==> src/rtl/dbgclk_pkg.sv <==
package dbgclk_pkg;
    localparam int CNT_W = 32;

    typedef enum logic [1:0] {
        ST_RUN     = 2'd0,
        ST_HALT    = 2'd1,
        ST_STEP    = 2'd2,
        ST_RELEASE = 2'd3
    } gate_state_t;
endpackage

==> src/rtl/dbgclk_sync.sv <==
module dbgclk_sync #(
    parameter int STAGES = 2
) (
    input  logic clk,
    input  logic rst_n,
    input  logic din,
    output logic dout
);
    logic [STAGES-1:0] chain;

    always_ff @(posedge clk or negedge rst_n) begin
        if (!rst_n) chain <= '0;
        else        chain <= {chain[STAGES-2:0], din};
    end

    assign dout = chain[STAGES-1];
endmodule

==> src/rtl/dbgclk_counter.sv <==
module dbgclk_counter #(
    parameter int W = 32
) (
    input  logic         clk,
    input  logic         rst_n,
    input  logic         inc,
    output logic [W-1:0] count
);
    always_ff @(posedge clk or negedge rst_n) begin
        if (!rst_n)   count <= '0;
        else if (inc) count <= count + 1'b1;
    end


    cnt_hold_chk: assert property (@(posedge clk) disable iff (!rst_n)
        !inc |=> $stable(count));
endmodule

==> src/rtl/dbgclk_fsm.sv <==
module dbgclk_fsm
    import dbgclk_pkg::*;
(
    input  logic clk,
    input  logic rst_n,
    input  logic ext_stop_s,
    input  logic step_req,
    input  logic resume,
    input  logic match,
    output logic core_clk_en,
    output logic frozen
);
    gate_state_t state_q, state_d;
    logic        step_q;
    logic        step_edge;

    assign step_edge = step_req && !step_q;

    always_ff @(posedge clk or negedge rst_n) begin
        if (!rst_n) begin
            state_q <= ST_RUN;
            step_q  <= 1'b0;
        end else begin
            state_q <= state_d;
            step_q  <= step_req;
        end
    end

    always_comb begin
        state_d = state_q;
        unique case (state_q)
            ST_RUN:     if (match || ext_stop_s) state_d = ST_HALT;
            ST_HALT: begin
                if (resume)         state_d = ST_RELEASE;
                else if (step_edge) state_d = ST_STEP;
            end
            ST_STEP:    state_d = ST_HALT;
            ST_RELEASE: state_d = ST_RUN;
            default:    state_d = ST_HALT;
        endcase
    end

    always_comb begin
        core_clk_en = 1'b0;
        frozen      = 1'b0;
        unique case (state_q)
            ST_RUN:     core_clk_en = !match && !ext_stop_s;
            ST_HALT:    frozen = 1'b1;
            ST_STEP:    core_clk_en = 1'b1;
            ST_RELEASE: core_clk_en = 1'b1;
            default:    frozen = 1'b1;
        endcase
    end


    match_gate_chk: assert property (@(posedge clk) disable iff (!rst_n)
        (state_q == ST_RUN && match) |-> (!core_clk_en ##1 frozen));

    step_single_chk: assert property (@(posedge clk) disable iff (!rst_n)
        (state_q == ST_STEP) |=> (frozen && !core_clk_en));

    run_step_ignore_chk: assert property (@(posedge clk) disable iff (!rst_n)
        (state_q == ST_RUN && !match && !ext_stop_s) |=> !frozen);

    release_en_chk: assert property (@(posedge clk) disable iff (!rst_n)
        (frozen && resume) |=> (core_clk_en && !frozen));
endmodule

==> src/rtl/dbg_clock_freeze.sv <==
module dbg_clock_freeze
    import dbgclk_pkg::*;
#(
    parameter int SYNC_STAGES = 2
) (
    input  logic             clk,
    input  logic             rst_n,
    input  logic             ext_stop,
    input  logic             step_req,
    input  logic             resume,
    input  logic [CNT_W-1:0] stop_at,
    input  logic             stop_at_en,
    output logic             core_clk_en,
    output logic [CNT_W-1:0] cycle_cnt,
    output logic             frozen
);
    logic ext_stop_s;
    logic match;

    dbgclk_sync #(.STAGES(SYNC_STAGES)) u_sync (
        .clk   (clk),
        .rst_n (rst_n),
        .din   (ext_stop),
        .dout  (ext_stop_s)
    );

    assign match = stop_at_en && (cycle_cnt == stop_at);

    dbgclk_fsm u_fsm (
        .clk         (clk),
        .rst_n       (rst_n),
        .ext_stop_s  (ext_stop_s),
        .step_req    (step_req),
        .resume      (resume),
        .match       (match),
        .core_clk_en (core_clk_en),
        .frozen      (frozen)
    );

    dbgclk_counter #(.W(CNT_W)) u_cnt (
        .clk   (clk),
        .rst_n (rst_n),
        .inc   (core_clk_en),
        .count (cycle_cnt)
    );


    no_stop_disabled_chk: assert property (@(posedge clk) disable iff (!rst_n)
        (!stop_at_en && !ext_stop_s && !frozen) |-> core_clk_en);
endmodule

==> config.mk <==
export PLATFORM = sky130hd
export DESIGN_NAME = dbg_clock_freeze
export DESIGN_NICKNAME = d
export VERILOG_FILES = /design/src/rtl/dbgclk_pkg.sv /design/src/rtl/dbgclk_sync.sv /design/src/rtl/dbgclk_counter.sv /design/src/rtl/dbgclk_fsm.sv /design/src/rtl/dbg_clock_freeze.sv
export SDC_FILE = /design/constraint.sdc
export NUM_CORES = 1
export LEC_CHECK = 0
export CAP_MARGIN = 10
export CORE_ASPECT_RATIO = 0.7
export CORE_UTILIZATION = 45
export DETAILED_ROUTE_END_ITERATION = 10
export GPL_TIMING_DRIVEN = 0
export PLACE_DENSITY = 0.84
export SLEW_MARGIN = 20
export SYNTH_ARGS = -nofsm -noshare
export SYNTH_HDL_FRONTEND = slang
export SYNTH_SLANG_ARGS = --single-unit
==> constraint.sdc <==
create_clock -name clk -period 2.2 [get_ports clk]
set_clock_uncertainty 0.05 [all_clocks]
set_input_delay 0.44 -clock clk [delete_from_list [all_inputs] [get_ports clk]]
set_output_delay 0.44 -clock clk [all_outputs]
set_load 0.03 [all_outputs]
==> flow_summary.ini, run 1 <==
[yosys]
synth_seq_cells = 37
synth_fp_nets = 234
yosysSeqAreaShare = 0.4488
yosys_warnings = 0
postSynthAreaPerCell_um2 = 10.58
synth_cell_types = 29
netlist_area_um2 = 2063
synthCells = 195

[power_and_ir_drop]
p_seq_frac = 0.356
power.switching_uw = 830.0
swShare = 0.3447
p_leak_nw = 1.390
p_per_area_nw_per_um2 = 739.5
clockPowerShare = 0.256
vdd_drop_max_v = 0.0006975
p_int_mw = 1.577
power_frac_comb = 0.388
p_total_mw = 2.407

[finish]
stdcell_count = 349
final_common_cell = xnor2_1
diodes = 0
fillers = 305
final_cell_mix = 45 x xnor2_1, 42 x clkdlybuf4s50_1, 26 x dlygate4sd2_1
area_growth_pct = 57.79
fin_nets = 332
drive_gt1_frac = 0.2551

[die]
core_area_um2 = 4379
start_util = 0.4711
ioPinCount = 72
die_w_um = 82.93
die_area_um2 = 4864
die-height_um = 58.65
rows = 20

[timing]
hold_violations = 0
fin_crit_sh = 1.185
fin_crit_ns = 2.607
drv_slew = 0
slew-limit-headroom = 0.6961
tightest_slew_ns = 0.4558
fin_ws_ns = -0.4070
fin_worst_hold_slack_ns = 0.004030
rsz0062_at_grt = true
finalSetupViolCount = 15
max_freq_mhz = 383.6

[grt]
grt_pass1_vias = 1816
grt_max_degree = 25
grt_pass1_wl_um = 8956
grt_remaining_overflow = 0
track_usage = 0.2404
antenna_found_initial = 0

[status]
violations = negative setup slack
status = finished, violations left

[setup_path]
cp_slowest_cell = dfrtp_2
worstPathRequired_ns = 1.71
cp_cell_sequence = xnor2_1 > nand4_1 > nor4_2 > nand4_1 > a21o_1 > buf_8 > buf_6
max_stage_delay_ns = 0.45
cp_max_fo = 5
crit_type = reg -> out
crit_path_start_kind = flop
crit_top_cell = nand4_1
path_delay_family = simple AND/OR/NAND/NOR gates
critPathArrivalTime_ns = 2.12
worst-path-buf-inv = 2
end_kind = primary output

[detailed_routing]
antenna_left = 0
firstDrtPassIters = 4
vias = 1894
wl_per_cell_um = 16.70
drtIter0Drc = 164
via_per_inst = 5.427
drt_wl_total_um = 5828
drc = 0

[clock_network]
htree_levels = 2
clk_pin_slew_ns = 0.08
numCtsBuffers = 5
cts_tree = yes
clkLatencyLatePin_ns = 0.29
ctsHoldBuffers = 0
cts_root_buf = clkbuf_8
cts_buffer_depth = 2
cts_sinks = 37

[hold_path]
min_path_type = in -> async

[place]
portBuffers = 71
gp_congestion = 0.7674
dp_cells = 322
dp_hpwl_um = 3883

[job]
max_cap_violations = 0
==> metrics by stage <==
step	setup slack (ns)	TNS [ns]	instance area [um^2]	utilization
after floorplan	0.01618	0	2081	-
after global placement	-1.221	-23.66	2860	0.6531
after detailed placement	-1.207	-15.40	2883	0.6583
after CTS	-0.4020	-0.7094	3095	0.7069
after global routing	-0.4637	-2.849	3256	0.7434
final	-0.4070	-0.8490	3256	0.7434
==> cell families after synthesis <==
logic type | Yosys count | share of synthesized area
adders and majority gates | 1 | 0.006063
muxes | 1 | 0.005457
and+or+nand+nor | 79 | 0.2286
AOI/OAI and AO/OA | 7 | 0.02486
buffers and inverters | 9 | 0.02729
DFF | 37 | 0.4488
xor gates and xnor gates | 61 | 0.2589
==> cells in the mapped netlist, drive strengths merged <==
master  number  area (um^2)
mux2         1        11.26
inv          5        18.77
nand3b       2        22.52
a21o         1        7.510
dfrtp       37        925.9
nor2        11        41.29
and4         5        43.79
nand2b       4        25.02
nor3         1        5.000
and2         3        18.77
nand2       10        37.54
nand4       18        112.6
nand3       13        70.07
nor4         3        31.28
o21a         1        7.510
a31oi        1        12.51
xor2        10        87.58
ha           1        12.51
a21oi        2        10.01
and3         7        43.79
nor3b        2        20.02
xnor2       51        446.7
clkbuf       1        3.750
o21ai        1        5.000
buf          3        33.78
o221ai       1        8.760
==> area by class of cell <==
cell class              count  area, um^2  share of cell area
plain buffers               3       33.78             0.01038
repair buffers             92       880.8              0.2706
clock buffers               7       86.33             0.02652
multi-input cells         149        1190              0.3655
flip-flops and latches     37       947.2              0.2909
clock inverters             1       30.03            0.009224
inverters                   5       18.77            0.005765
well taps                  55       68.82             0.02114
==> power by group through the flow <==
stage               Sequential [mW]  Clock [mW]  Combinational, mW
floorplan                     0.945           0              0.379
global placement              0.864           0              0.775
detailed placement            0.864           0              0.793
CTS                           0.854       0.613              0.868
global route                  0.867       0.650              0.988
finish                        0.857       0.617              0.934
==> state kept, by name, indices dropped and copies added (netlist names) <==
name,cells
u_cnt.count,32
u_fsm.state_q,2
u_sync.chain,2
u_fsm.step_q,1
==> per-layer routing <==
metal,track usage,routed length (um)
met1,0.3461,2808
met2,0.3677,2545
met3,0.06171,432
met4,0.05911,41
met5,0,0
==> timing repair <==
item                                    4_1_cts  5_1_grt
buffers inserted                             10       12
cloned                                        0        1
pin swaps                                    31       11
endpoints found under the setup margin       34       33
gates resized for setup                      45       19
==> final timing paths <==
| check | cells after the start | end | slack, ns | startpoint |
|---|---|---|---|---|
| hold / removal | 1 | u_cnt.count[12]$_DFFE_PN0P_ | 0.004 | rst_n |
| hold reg to reg | 0 | u_sync.chain[1]$_DFF_PN0_ | 0.30 | u_sync.chain[0]$_DFF_PN0_ |
| setup reg to reg | 9 | u_cnt.count[24]$_DFFE_PN0P_ | -0.08 | u_cnt.count[7]$_DFFE_PN0P_ |
| setup / recovery | 7 | core_clk_en | -0.41 | u_cnt.count[7]$_DFFE_PN0P_ |
| max in group asynchronous | 2 | u_cnt.count[7]$_DFFE_PN0P_ | 1.62 | rst_n |
| min in group clk | 0 | u_sync.chain[1]$_DFF_PN0_ | 0.30 | u_sync.chain[0]$_DFF_PN0_ |
Note: power is estimated with default switching activity, not from simulation.
==> run 2: changes to the inputs <==
==> constraint.sdc (replaced) <==
create_clock -name clk -period 2.2 [get_ports clk]
set_clock_uncertainty 0.05 [all_clocks]
set_input_delay 0.55 -clock clk [delete_from_list [all_inputs] [get_ports clk]]
set_output_delay 0.55 -clock clk [all_outputs]
set_load 0.03 [all_outputs]
==> run 2 against run 1 <==
  * First-iteration DRC count decreased by 39%
  * Worst setup slack got worse by 0.20 ns
  * Sequential cell count stayed put
  * Hold slack gained 0.12 ns
  * Largest cell class unchanged
  * Non-clock buffer count rose by 2
  * Critical path type unchanged
  * Total power is 2.7% higher
  * Sequential power hardly changed
  * Global-route usage rose by 0.22 points
  * The flow still finishes with violations (negative setup slack)
  * Combinational power rose by 21%
  * Design area up 4.0%
==> flow_summary.ini, run 2 (same netlist as run 1, synthesis figures left out) <==
[status]
status = finished, violations left
violations = negative setup slack

[power_and_ir_drop]
swShare = 0.3588
p_seq_frac = 0.346
power_frac_comb = 0.458
clockPowerShare = 0.196
p_int_mw = 1.585
p_total_mw = 2.472
vdd_drop_max_v = 0.0008958
p_per_area_nw_per_um2 = 730.3
p_leak_nw = 1.417
power.switching_uw = 887.0

[setup_path]
crit_end = core_clk_en
cp-startpoint = u_cnt.count[5]$_DFFE_PN0P_
cp_slowest_cell = dfrtp_2
cp_max_fo = 5
end_kind = primary output
worstPathRequired_ns = 1.60
crit_top_cell = nand4_1
cp_cell_sequence = xnor2_2 > nand4_1 > nor4_2 > nand4_1 > a21o_1 > buf_8 > buf_6
timing.rr.start = u_cnt.count[5]$_DFFE_PN0P_
crit_path_start_kind = flop
r2r_slack_ns = -0.25
rr_worst_depth = 10
r2r_end = u_cnt.count[22]$_DFFE_PN0P_
crit_type = reg -> out
max_stage_delay_ns = 0.46
critPathArrivalTime_ns = 2.21

[grt]
grt_max_degree = 25
antenna_found_initial = 0
grt_remaining_overflow = 0
grt_pass1_wl_um = 9018
grt_pass1_vias = 1738
track_usage = 0.2426

[timing]
fin_worst_hold_slack_ns = 0.1221
rsz0062_at_grt = true
slew-limit-headroom = 0.6372
fin_crit_ns = 2.810
fin_ws_ns = -0.6098
fin_crit_sh = 1.277
drv_slew = 0
finalSetupViolCount = 33
hold_violations = 0
max_freq_mhz = 355.9
tightest_slew_ns = 0.5441

[finish]
final_cell_mix = 40 x xnor2_1, 40 x clkdlybuf4s50_1, 23 x dfrtp_2
area_growth_pct = 64.10
largest_reg_flops = 32
regMostFlops = u_cnt.count
diodes = 0
top_regs = u_cnt.count x32, u_fsm.state_q x2, u_sync.chain x2
drive_gt1_frac = 0.3581
fin_nets = 334
stdcell_count = 351

[detailed_routing]
via_per_inst = 5.538
drt_wl_total_um = 6442
vias = 1944
drc = 0
antenna_left = 0
firstDrtPassIters = 5
drtIter0Drc = 100
wl_per_cell_um = 18.35

[place]
dp_hpwl_um = 4021
portBuffers = 71
dp_cells = 322
gp_congestion = 0.8078

[clock_network]
ctsHoldBuffers = 0
htree_levels = 2
cts_root_buf = clkbuf_8
cts_sinks = 37
cts_tree = yes
numCtsBuffers = 5
clk_pin_slew_ns = 0.07
clkLatencyLatePin_ns = 0.29
cts_buffer_depth = 2

[die]
rows = 20
die_w_um = 82.93
ioPinCount = 72
start_util = 0.4711
die-height_um = 58.65
core_area_um2 = 4379
die_area_um2 = 4864

[hold_path]
min_path_type = in -> async

[job]
max_cap_violations = 0
run 2: cell count changes in the layout (fill, tap and decap cells not counted), moves of 3 or more:
cell / previous run / this run
buf_2: 1 / 6
buf_6: 4 / 1
clkdlybuf4s15_1: 1 / 9
clkdlybuf4s15_2: 0 / 3
dfrtp_1: 20 / 14
dfrtp_2: 17 / 23
dlygate4sd2_1: 26 / 12
nand2_1: 8 / 5
nand3_1: 11 / 7
xnor2_1: 45 / 40
xnor2_2: 6 / 11
run 2: metrics by stage:
step,utilization,instance area (um^2),setup TNS [ns],worst slack (ns)
floorplan,-,2118,-0.04416,-0.04416
global placement,0.6617,2898,-31.02,-1.392
detailed placement,0.6669,2920,-20.10,-1.448
CTS,0.7071,3097,-1.179,-0.5402
global route,0.7731,3386,-8.230,-0.6763
finish,0.7731,3386,-5.704,-0.6098
run 2: critical path: cells and delay by family, from the launching register on:
family | cells | cell delay, ns
and+or+nand+nor | 3 | 0.77
xor gates and xnor gates | 1 | 0.16
buffers and inverters | 2 | 0.27
DFF | 1 | 0.46
AOI/OAI and AO/OA | 1 | 0.27
run 2: area by class of cell:
cell class / instances / area [um^2]
plain buffers: 3 / 33.78
clock buffers: 8 / 90.09
fillers: 282 / 993.5
inverters: 5 / 18.77
multi-input cells: 149 / 1289
flip-flops and latches: 37 / 954.7
well taps: 55 / 68.82
repair buffers: 94 / 930.9
run 2: power by group through the flow:
stage | Clock (mW) | Sequential [mW] | Combinational, mW
detailed placement | 0 | 0.868 | 0.805
global route | 0.518 | 0.860 | 1.17
global placement | 0 | 0.864 | 0.783
CTS | 0.488 | 0.851 | 0.874
floorplan | 0 | 0.945 | 0.390
finish | 0.485 | 0.855 | 1.13
run 2: repair_timing:
action / CTS / global route
setup buffers: 9 / 12
gates cloned: 0 / 2
endpoints found under the setup margin: 34 / 33
resized for setup: 69 / 37
pin swaps: 32 / 26
hold endpoints to repair: 0 / 0
run 2: metal layers:
metal | up-vias | wire (um) | global-route usage
li1 | 884 | - | -
met1 | 949 | 2788 | 0.3485
met2 | 97 | 2941 | 0.3677
met3 | 14 | 594 | 0.06171
met4 | 0 | 118 | 0.06897
met5 | - | 0 | 0
run 2: how the worst min path moves through the flow:
| stage | start | to | slack, ns | depth (start not counted) |
|---|---|---|---|---|
| 3_3_place_gp | u_sync.chain[0]$_DFF_PN0_ | u_sync.chain[1]$_DFF_PN0_ | 0.28 | 0 |
| 6_report | rst_n | u_cnt.count[14]$_DFFE_PN0P_ | 0.12 | 1 |
| 2_1_floorplan | rst_n | u_cnt.count[0]$_DFFE_PN0P_ | 0.20 | 0 |
| 3_5_place_dp | u_sync.chain[0]$_DFF_PN0_ | u_sync.chain[1]$_DFF_PN0_ | 0.29 | 0 |
| 5_1_grt | rst_n | u_fsm.state_q[0]$_DFFE_PN0P_ | 0.13 | 1 |
| 4_1_cts | rst_n | u_cnt.count[14]$_DFFE_PN0P_ | 0.13 | 1 |
